===== src/rtl/spimon_pkg.sv =====
package spimon_pkg;

  localparam int ADDR_W = 24;

  localparam logic [7:0] OP_RD     = 8'h03;
  localparam logic [7:0] OP_RD_FST = 8'h0B;
  localparam logic [7:0] OP_RD_DIO = 8'hBB;
  localparam logic [7:0] OP_PROG   = 8'h02;
  localparam logic [7:0] OP_ERASE  = 8'h20;
  localparam logic [7:0] OP_STAT   = 8'h05;
  localparam logic [7:0] OP_WEN    = 8'h06;
  localparam logic [7:0] OP_WDIS   = 8'h04;
  localparam logic [7:0] OP_IDENT  = 8'h9F;

  typedef enum logic [2:0] {
    CL_IDLE, CL_RD, CL_RD_FST, CL_RD_DIO, CL_PROG, CL_ERASE, CL_PLAIN, CL_UNKNOWN
  } cmd_cls_e;

  function automatic cmd_cls_e classify(input logic [7:0] op);
    case (op)
      OP_RD:     return CL_RD;
      OP_RD_FST: return CL_RD_FST;
      OP_RD_DIO: return CL_RD_DIO;
      OP_PROG:   return CL_PROG;
      OP_ERASE:  return CL_ERASE;
      OP_STAT, OP_WEN, OP_WDIS, OP_IDENT: return CL_PLAIN;
      default:   return CL_UNKNOWN;
    endcase
  endfunction

  // even nibble bits go to even output positions, odd nibble to odd
  function automatic logic [7:0] weave(input logic [3:0] even_n, input logic [3:0] odd_n);
    logic [7:0] r;
    for (int i = 0; i < 4; i++) begin
      r[2*i]   = even_n[i];
      r[2*i+1] = odd_n[i];
    end
    return r;
  endfunction

  // place byte slot 0 (top) .. 2 (bottom) into a 24-bit address
  function automatic logic [ADDR_W-1:0] place_byte(input logic [ADDR_W-1:0] a,
                                                   input logic [1:0] slot,
                                                   input logic [7:0] b);
    logic [ADDR_W-1:0] r;
    r = a;
    case (slot)
      2'd0:    r[23:16] = b;
      2'd1:    r[15:8]  = b;
      default: r[7:0]   = b;
    endcase
    return r;
  endfunction

  function automatic logic is_payload_cls(input cmd_cls_e c);
    return (c == CL_RD) || (c == CL_RD_FST) || (c == CL_RD_DIO) || (c == CL_PROG);
  endfunction

endpackage


===== src/rtl/spimon_phase.sv =====
module spimon_phase
  import spimon_pkg::*;
#(
  parameter int POS_W = 3
) (
  input  logic             clk,
  input  logic             rst_n,
  input  logic             byte_vld,
  input  logic             cs_chg,
  input  logic [7:0]       mosi,
  output logic             take,
  output logic [POS_W-1:0] byte_num,
  output cmd_cls_e         cls,
  output logic [7:0]       opc,
  output logic             cmd_pulse,
  output logic             unk_pulse
);
  localparam logic [POS_W-1:0] SEEN_MAX = POS_W'(2**POS_W - 2);

  logic [POS_W-1:0] seen_q;
  cmd_cls_e         cls_q;
  logic [7:0]       opc_q;
  logic             op_byte;
  cmd_cls_e         new_cls;

  assign take     = byte_vld & ~cs_chg;
  assign op_byte  = take & (seen_q == '0);
  assign byte_num = seen_q + POS_W'(1);
  assign new_cls  = classify(mosi);
  assign cls      = cls_q;
  assign opc      = opc_q;

  assign cmd_pulse = op_byte & (new_cls != CL_UNKNOWN);
  assign unk_pulse = op_byte & (new_cls == CL_UNKNOWN);

  always_ff @(posedge clk or negedge rst_n) begin
    if (!rst_n) begin
      seen_q <= '0;
      cls_q  <= CL_IDLE;
      opc_q  <= '0;
    end else if (cs_chg) begin
      seen_q <= '0;
      cls_q  <= CL_IDLE;
    end else if (take) begin
      if (seen_q != SEEN_MAX) seen_q <= seen_q + POS_W'(1);
      if (op_byte) begin
        cls_q <= new_cls;
        opc_q <= mosi;
      end
    end
  end

endmodule


===== src/rtl/spimon_addr.sv =====
module spimon_addr
  import spimon_pkg::*;
#(
  parameter int POS_W     = 3,
  parameter int SECTOR_LG = 12
) (
  input  logic              clk,
  input  logic              rst_n,
  input  logic              cs_chg,
  input  logic              take,
  input  logic [POS_W-1:0]  byte_num,
  input  cmd_cls_e          cls,
  input  logic [7:0]        mosi,
  input  logic [7:0]        miso,
  output logic [ADDR_W-1:0] addr_q,
  output logic [ADDR_W-1:0] addr_full,
  output logic              addr_pulse,
  output logic              misalign_pulse
);
  logic [ADDR_W-1:0] nxt;
  logic              done;
  logic [7:0]        w_hi, w_lo;

  assign w_hi = weave(mosi[7:4], miso[7:4]);
  assign w_lo = weave(mosi[3:0], miso[3:0]);

  always_comb begin
    nxt  = addr_q;
    done = 1'b0;
    case (cls)
      CL_RD, CL_RD_FST, CL_PROG, CL_ERASE: begin
        if (byte_num >= POS_W'(2) && byte_num <= POS_W'(4))
          nxt = place_byte(addr_q, 2'(byte_num - POS_W'(2)), mosi);
        done = (byte_num == POS_W'(4));
      end
      CL_RD_DIO: begin
        if (byte_num == POS_W'(2)) nxt = {w_hi, w_lo, addr_q[7:0]};
        if (byte_num == POS_W'(3)) nxt = place_byte(addr_q, 2'd2, w_hi);
        done = (byte_num == POS_W'(3));
      end
      default: ;
    endcase
  end

  assign addr_full      = nxt;
  assign addr_pulse     = take & done;
  assign misalign_pulse = addr_pulse & (cls == CL_ERASE) & (|nxt[SECTOR_LG-1:0]);

  always_ff @(posedge clk or negedge rst_n) begin
    if (!rst_n)      addr_q <= '0;
    else if (cs_chg) addr_q <= '0;
    else if (take)   addr_q <= nxt;
  end

endmodule


===== src/rtl/spimon_data.sv =====
module spimon_data
  import spimon_pkg::*;
#(
  parameter int POS_W = 3,
  parameter int CNT_W = 16
) (
  input  logic              clk,
  input  logic              rst_n,
  input  logic              cs_chg,
  input  logic              take,
  input  logic [POS_W-1:0]  byte_num,
  input  cmd_cls_e          cls,
  input  logic [7:0]        opc,
  input  logic [ADDR_W-1:0] addr_q,
  input  logic [7:0]        mosi,
  input  logic [7:0]        miso,
  output logic              data_pulse,
  output logic              pair,
  output logic [7:0]        first_b,
  output logic [7:0]        second_b,
  output logic [CNT_W-1:0]  cnt_q,
  output logic              sum_pulse,
  output logic [7:0]        sum_op,
  output logic [ADDR_W-1:0] sum_addr,
  output logic [CNT_W-1:0]  sum_cnt
);
  function automatic logic [CNT_W-1:0] sat_add(input logic [CNT_W-1:0] c, input logic [1:0] inc);
    logic [CNT_W:0] s;
    s = {1'b0, c} + (CNT_W+1)'(inc);
    return s[CNT_W] ? {CNT_W{1'b1}} : s[CNT_W-1:0];
  endfunction

  logic [POS_W-1:0] start_b;
  logic             had_data_q;

  always_comb begin
    case (cls)
      CL_RD, CL_PROG: start_b = POS_W'(5);
      CL_RD_FST:      start_b = POS_W'(6);
      CL_RD_DIO:      start_b = POS_W'(4);
      default:        start_b = '0;
    endcase
  end

  assign data_pulse = take & is_payload_cls(cls) & (byte_num >= start_b);
  assign pair       = data_pulse & (cls == CL_RD_DIO);

  always_comb begin
    case (cls)
      CL_PROG:   first_b = mosi;
      CL_RD_DIO: first_b = weave(mosi[7:4], miso[7:4]);
      default:   first_b = miso;
    endcase
    second_b = (cls == CL_RD_DIO) ? weave(mosi[3:0], miso[3:0]) : 8'h00;
  end

  assign sum_pulse = cs_chg & had_data_q;
  assign sum_op    = opc;
  assign sum_addr  = addr_q;
  assign sum_cnt   = cnt_q;

  always_ff @(posedge clk or negedge rst_n) begin
    if (!rst_n) begin
      cnt_q      <= '0;
      had_data_q <= 1'b0;
    end else if (cs_chg) begin
      cnt_q      <= '0;
      had_data_q <= 1'b0;
    end else if (data_pulse) begin
      cnt_q      <= sat_add(cnt_q, pair ? 2'd2 : 2'd1);
      had_data_q <= 1'b1;
    end
  end

endmodule


===== src/rtl/spi_flash_txn_monitor.sv =====
module spi_flash_txn_monitor
  import spimon_pkg::*;
#(
  parameter int POS_W     = 3,
  parameter int CNT_W     = 16,
  parameter int SECTOR_LG = 12
) (
  input  logic              clk,
  input  logic              rst_n,
  input  logic              byte_vld,
  input  logic [7:0]        mosi_byte,
  input  logic [7:0]        miso_byte,
  input  logic              cs_chg,
  output logic              cmd_vld,
  output logic [7:0]        cmd_code,
  output logic              unk_cmd,
  output logic              addr_vld,
  output logic [ADDR_W-1:0] addr_out,
  output logic              erase_misalign,
  output logic              data_vld,
  output logic              data_pair,
  output logic [7:0]        data_first,
  output logic [7:0]        data_second,
  output logic              sum_vld,
  output logic [7:0]        sum_op,
  output logic [ADDR_W-1:0] sum_addr,
  output logic [CNT_W-1:0]  sum_cnt
);
  logic              take;
  logic [POS_W-1:0]  byte_num;
  cmd_cls_e          cls;
  logic [7:0]        opc;
  logic [ADDR_W-1:0] addr_q;
  logic [CNT_W-1:0]  cnt_now;

  assign cmd_code = mosi_byte;

  spimon_phase #(.POS_W(POS_W)) u_phase (
    .clk(clk), .rst_n(rst_n), .byte_vld(byte_vld), .cs_chg(cs_chg), .mosi(mosi_byte),
    .take(take), .byte_num(byte_num), .cls(cls), .opc(opc),
    .cmd_pulse(cmd_vld), .unk_pulse(unk_cmd)
  );

  spimon_addr #(.POS_W(POS_W), .SECTOR_LG(SECTOR_LG)) u_addr (
    .clk(clk), .rst_n(rst_n), .cs_chg(cs_chg), .take(take), .byte_num(byte_num),
    .cls(cls), .mosi(mosi_byte), .miso(miso_byte), .addr_q(addr_q),
    .addr_full(addr_out), .addr_pulse(addr_vld), .misalign_pulse(erase_misalign)
  );

  spimon_data #(.POS_W(POS_W), .CNT_W(CNT_W)) u_data (
    .clk(clk), .rst_n(rst_n), .cs_chg(cs_chg), .take(take), .byte_num(byte_num),
    .cls(cls), .opc(opc), .addr_q(addr_q), .mosi(mosi_byte), .miso(miso_byte),
    .data_pulse(data_vld), .pair(data_pair), .first_b(data_first), .second_b(data_second),
    .cnt_q(cnt_now), .sum_pulse(sum_vld), .sum_op(sum_op), .sum_addr(sum_addr),
    .sum_cnt(sum_cnt)
  );

endmodule


===== config.mk =====
export PLATFORM = sky130hd
export DESIGN_NAME = spi_flash_txn_monitor
export DESIGN_NICKNAME = d
export VERILOG_FILES = /design/src/rtl/spimon_pkg.sv /design/src/rtl/spimon_phase.sv /design/src/rtl/spimon_addr.sv /design/src/rtl/spimon_data.sv /design/src/rtl/spi_flash_txn_monitor.sv
export SDC_FILE = /design/constraint.sdc
export NUM_CORES = 1
export LEC_CHECK = 0
export ABC_AREA = 1
export ABC_CLOCK_PERIOD_IN_PS = 7500
export CORE_ASPECT_RATIO = 0.7
export CORE_UTILIZATION = 40
export DETAILED_ROUTE_END_ITERATION = 10
export PLACE_DENSITY = 0.72
export SLEW_MARGIN = 0
export SYNTH_ARGS = -nofsm -noshare
export SYNTH_HDL_FRONTEND = slang
export SYNTH_SLANG_ARGS = --single-unit

===== constraint.sdc =====
create_clock -name clk -period 7.5 [get_ports clk]
set_clock_uncertainty 0.15 [all_clocks]
set_input_delay 1.5 -clock clk [delete_from_list [all_inputs] [get_ports clk]]
set_output_delay 1.5 -clock clk [all_outputs]
set_load 0.03 [all_outputs]

==> flow_metrics.tcl <==
set metrics [dict create \
    slew_viol_final 0 \
    synth_seq_cells 55 \
    seqPwrFrac_pct 32.0 \
    clk_pin_slew_ns 0.07 \
    synth-edff-count 0 \
    fmax_ghz 0.175 \
    cts_tree "done" \
    crit_type "input port to output port" \
    hold_end "u_phase.opc[7]" \
    worst_setup_path_end_kind "output port" \
    slew_headroom_pct 44.4 \
    grt_max_degree 56 \
    netlist_area_um2 4090 \
    p_leak_nw 2.62 \
    r2r_slack_ns 2.57 \
    cts_buffers 5 \
    synth_nets 649 \
    finalCriticalPeriod_ns 5.71 \
    p_int_mw 0.608 \
    fin_util_pct 56.2 \
    worstSkewPairLatency_ns 0.30 \
    vias_per_cell 5.54 \
    post_cts_buffers 0 \
    std_cell_rows 30 \
    synthArstFlopShare_pct 100 \
    status "complete, no violations" \
    critical_path.max_fanout 24 \
    avgRoutedWirePerCell_um 16.7 \
    die_h_um 86.6 \
    postCtsHoldBufs 0 \
    drive_above_1_share_pct 5.91 \
    drv_cap 0 \
    dpl_cell_area_um2 5350 \
    cts-resized-gates 0 \
    hold_depth 2 \
    avgSynthCellArea_um2 6.60 \
    hold_slack_ns 0.343 \
    dr.pass1.iters 5 \
    ys.flop_type "dfrtp_1" \
    antenna_found_initial 0 \
    pwr-share-comb_pct 44.0 \
    hold_path_class "flop to flop" \
    htreeDepth 2 \
    rr_startpoint "u_phase.cls[2]" \
    fin_setup_tns_ns 0 \
    hp-start "u_phase.opc[7]" \
    layout_commonest_cell "nand2_1" \
    num_io_pins 123 \
    design_area_um2 5500 \
    grt_overflow_total 0 \
    vias 4738 \
    crit_path_start_kind "input port" \
    start_util_pct 41.7 \
    clock_sinks 55 \
    p_clk_share_pct 24.0 \
    crit_required_ns 5.85 \
    syn_to_final_growth_pct 34.7 \
    postSynthCellCount 619 \
    finalSetupViolations 0 \
    gp_congestion 0.889 \
    r2r_cells 23 \
    diodes 0 \
    dp.final_hpwl_um 10400 \
    arrival_ns 4.06 \
    timing.rr.end "u_data.cnt_q[8]" \
    io_buffers 122 \
    fin_crit_sh_pct 76.2 \
    rsz0062_at_grt "false" \
    nets 757 \
    grt_pass1_wl_um 22800 \
    die-area_um2 10600 \
    stdcell_count 856 \
    die_x_um 123 \
    ir_worst_vdd_mv 0.0993 \
    dp.cells 848 \
    worstMarginPinSlew_ns 0.832 \
    dr.first_iter.drc_count 462 \
    p_sw_share_pct 42.2 \
    yosysWarnings 0 \
    drc_errors 0 \
    final_cell_mix "nand2_1, clkdlybuf4s50_1, inv_1" \
    synth_seq_area_share_pct 33.7 \
    p_sw_mw 0.445 \
    totalWireLength_um 14300 \
    first_global_vias 4487 \
    grt_usage_pct 28.0 \
    finalHoldViolations 0 \
    power.density_nw_per_um2 191 \
    synth_cell_types 36 \
    clock-root-buffer "clkbuf_16" \
    ant_nets 0 \
    cts_buffer_depth 2 \
    fp.coreArea_um2 9800 \
]
==> area by class of cell <==
| class | count | area [um^2] |
|---|---|---|
| clock inverters | 2 | 16.3 |
| repair buffers | 125 | 1240 |
| fillers | 943 | 4290 |
| clock buffers | 6 | 139 |
| inverters | 87 | 327 |
| well taps | 128 | 160 |
| multi-input cells | 453 | 2250 |
| flip-flops and latches | 55 | 1380 |
==> logic make-up after synthesis <==
kind of cell,synth area share (%)
AOI/OAI and AO/OA,16.4
xor gates and xnor gates,0.214
adders and majority gates,3.25
buffers and inverters,11.3
DFF,33.7
and+or+nand+nor,35.2
==> sequential cells by signal, indices dropped and copies added (netlist names) <==
signal / count
u_data.had_data_q: 1
u_phase.opc: 8
u_phase.seen_q: 3
u_addr.addr_q: 24
u_data.cnt_q: 16
u_phase.cls: 3
==> routing by layer <==
metal,global-route usage (%),vias up,share of wire (%),wire (um)
met2,43.2,265,44,6280
met5,0,-,0,0
li1,-,2216,-,-
met1,38.8,2231,45,6450
met4,9.42,0,1.8,254
met3,6.18,26,9.2,1320
==> per-stage QoR <==
stage / power, mW / worst slack [ns]
5_1_grt: 1.10 / 1.56
2_1_floorplan: 0.628 / 2.78
4_1_cts: 1.05 / 1.77
3_5_place_dp: 0.797 / 1.78
3_3_place_gp: 0.793 / 1.85
6_report: 1.05 / 1.79
==> power groups by stage <==
stage	combinational, mW	clock, mW	sequential, mW
6_report	0.464	0.253	0.336
5_1_grt	0.497	0.268	0.339
4_1_cts	0.459	0.256	0.336
3_5_place_dp	0.456	0	0.342
3_3_place_gp	0.452	0	0.341
2_1_floorplan	0.254	0	0.375
==> worst max path at each step <==
| stage | endpoint | cells after the start | slack (ns) | startpoint |
|---|---|---|---|---|
| after floorplan | erase_misalign | 6 | 2.78 | byte_vld |
| after global placement | cmd_vld | 8 | 1.85 | cs_chg |
| after detailed placement | cmd_vld | 8 | 1.78 | cs_chg |
| after CTS | cmd_vld | 8 | 1.77 | cs_chg |
| after global routing | cmd_vld | 8 | 1.56 | cs_chg |
| final | cmd_vld | 9 | 1.79 | byte_vld |
==> worst max-delay path, stage by stage <==
cell and delay (ns):
clkdlybuf4s50_1 0.55, inv_1 0.06, nor2_1 0.08, buf_4 0.30, nand3_1 0.49, inv_1 0.27, nand2_1 0.09, inv_1 0.06
clkdlybuf4s50_1 0.66
==> Yosys cell counts (4+ instances only) <==
cell,n,area (um^2)
nand3_1,48,240
nor2_1,45,169
dfrtp_1,55,1380
buf_4,8,60.1
nand2_2,4,25.0
inv_1,78,293
ha_1,9,113
buf_2,7,35.0
nor3_1,6,30.0
o21ai_1,6,30.0
nand2_1,220,826
o21ai_0,44,220
inv_2,7,26.3
a21oi_1,16,80.1
o221ai_2,8,120
o221ai_1,11,96.3
o22ai_1,13,81.3
clkbuf_1,8,30.0
Note: power is estimated with default switching activity, not from simulation.
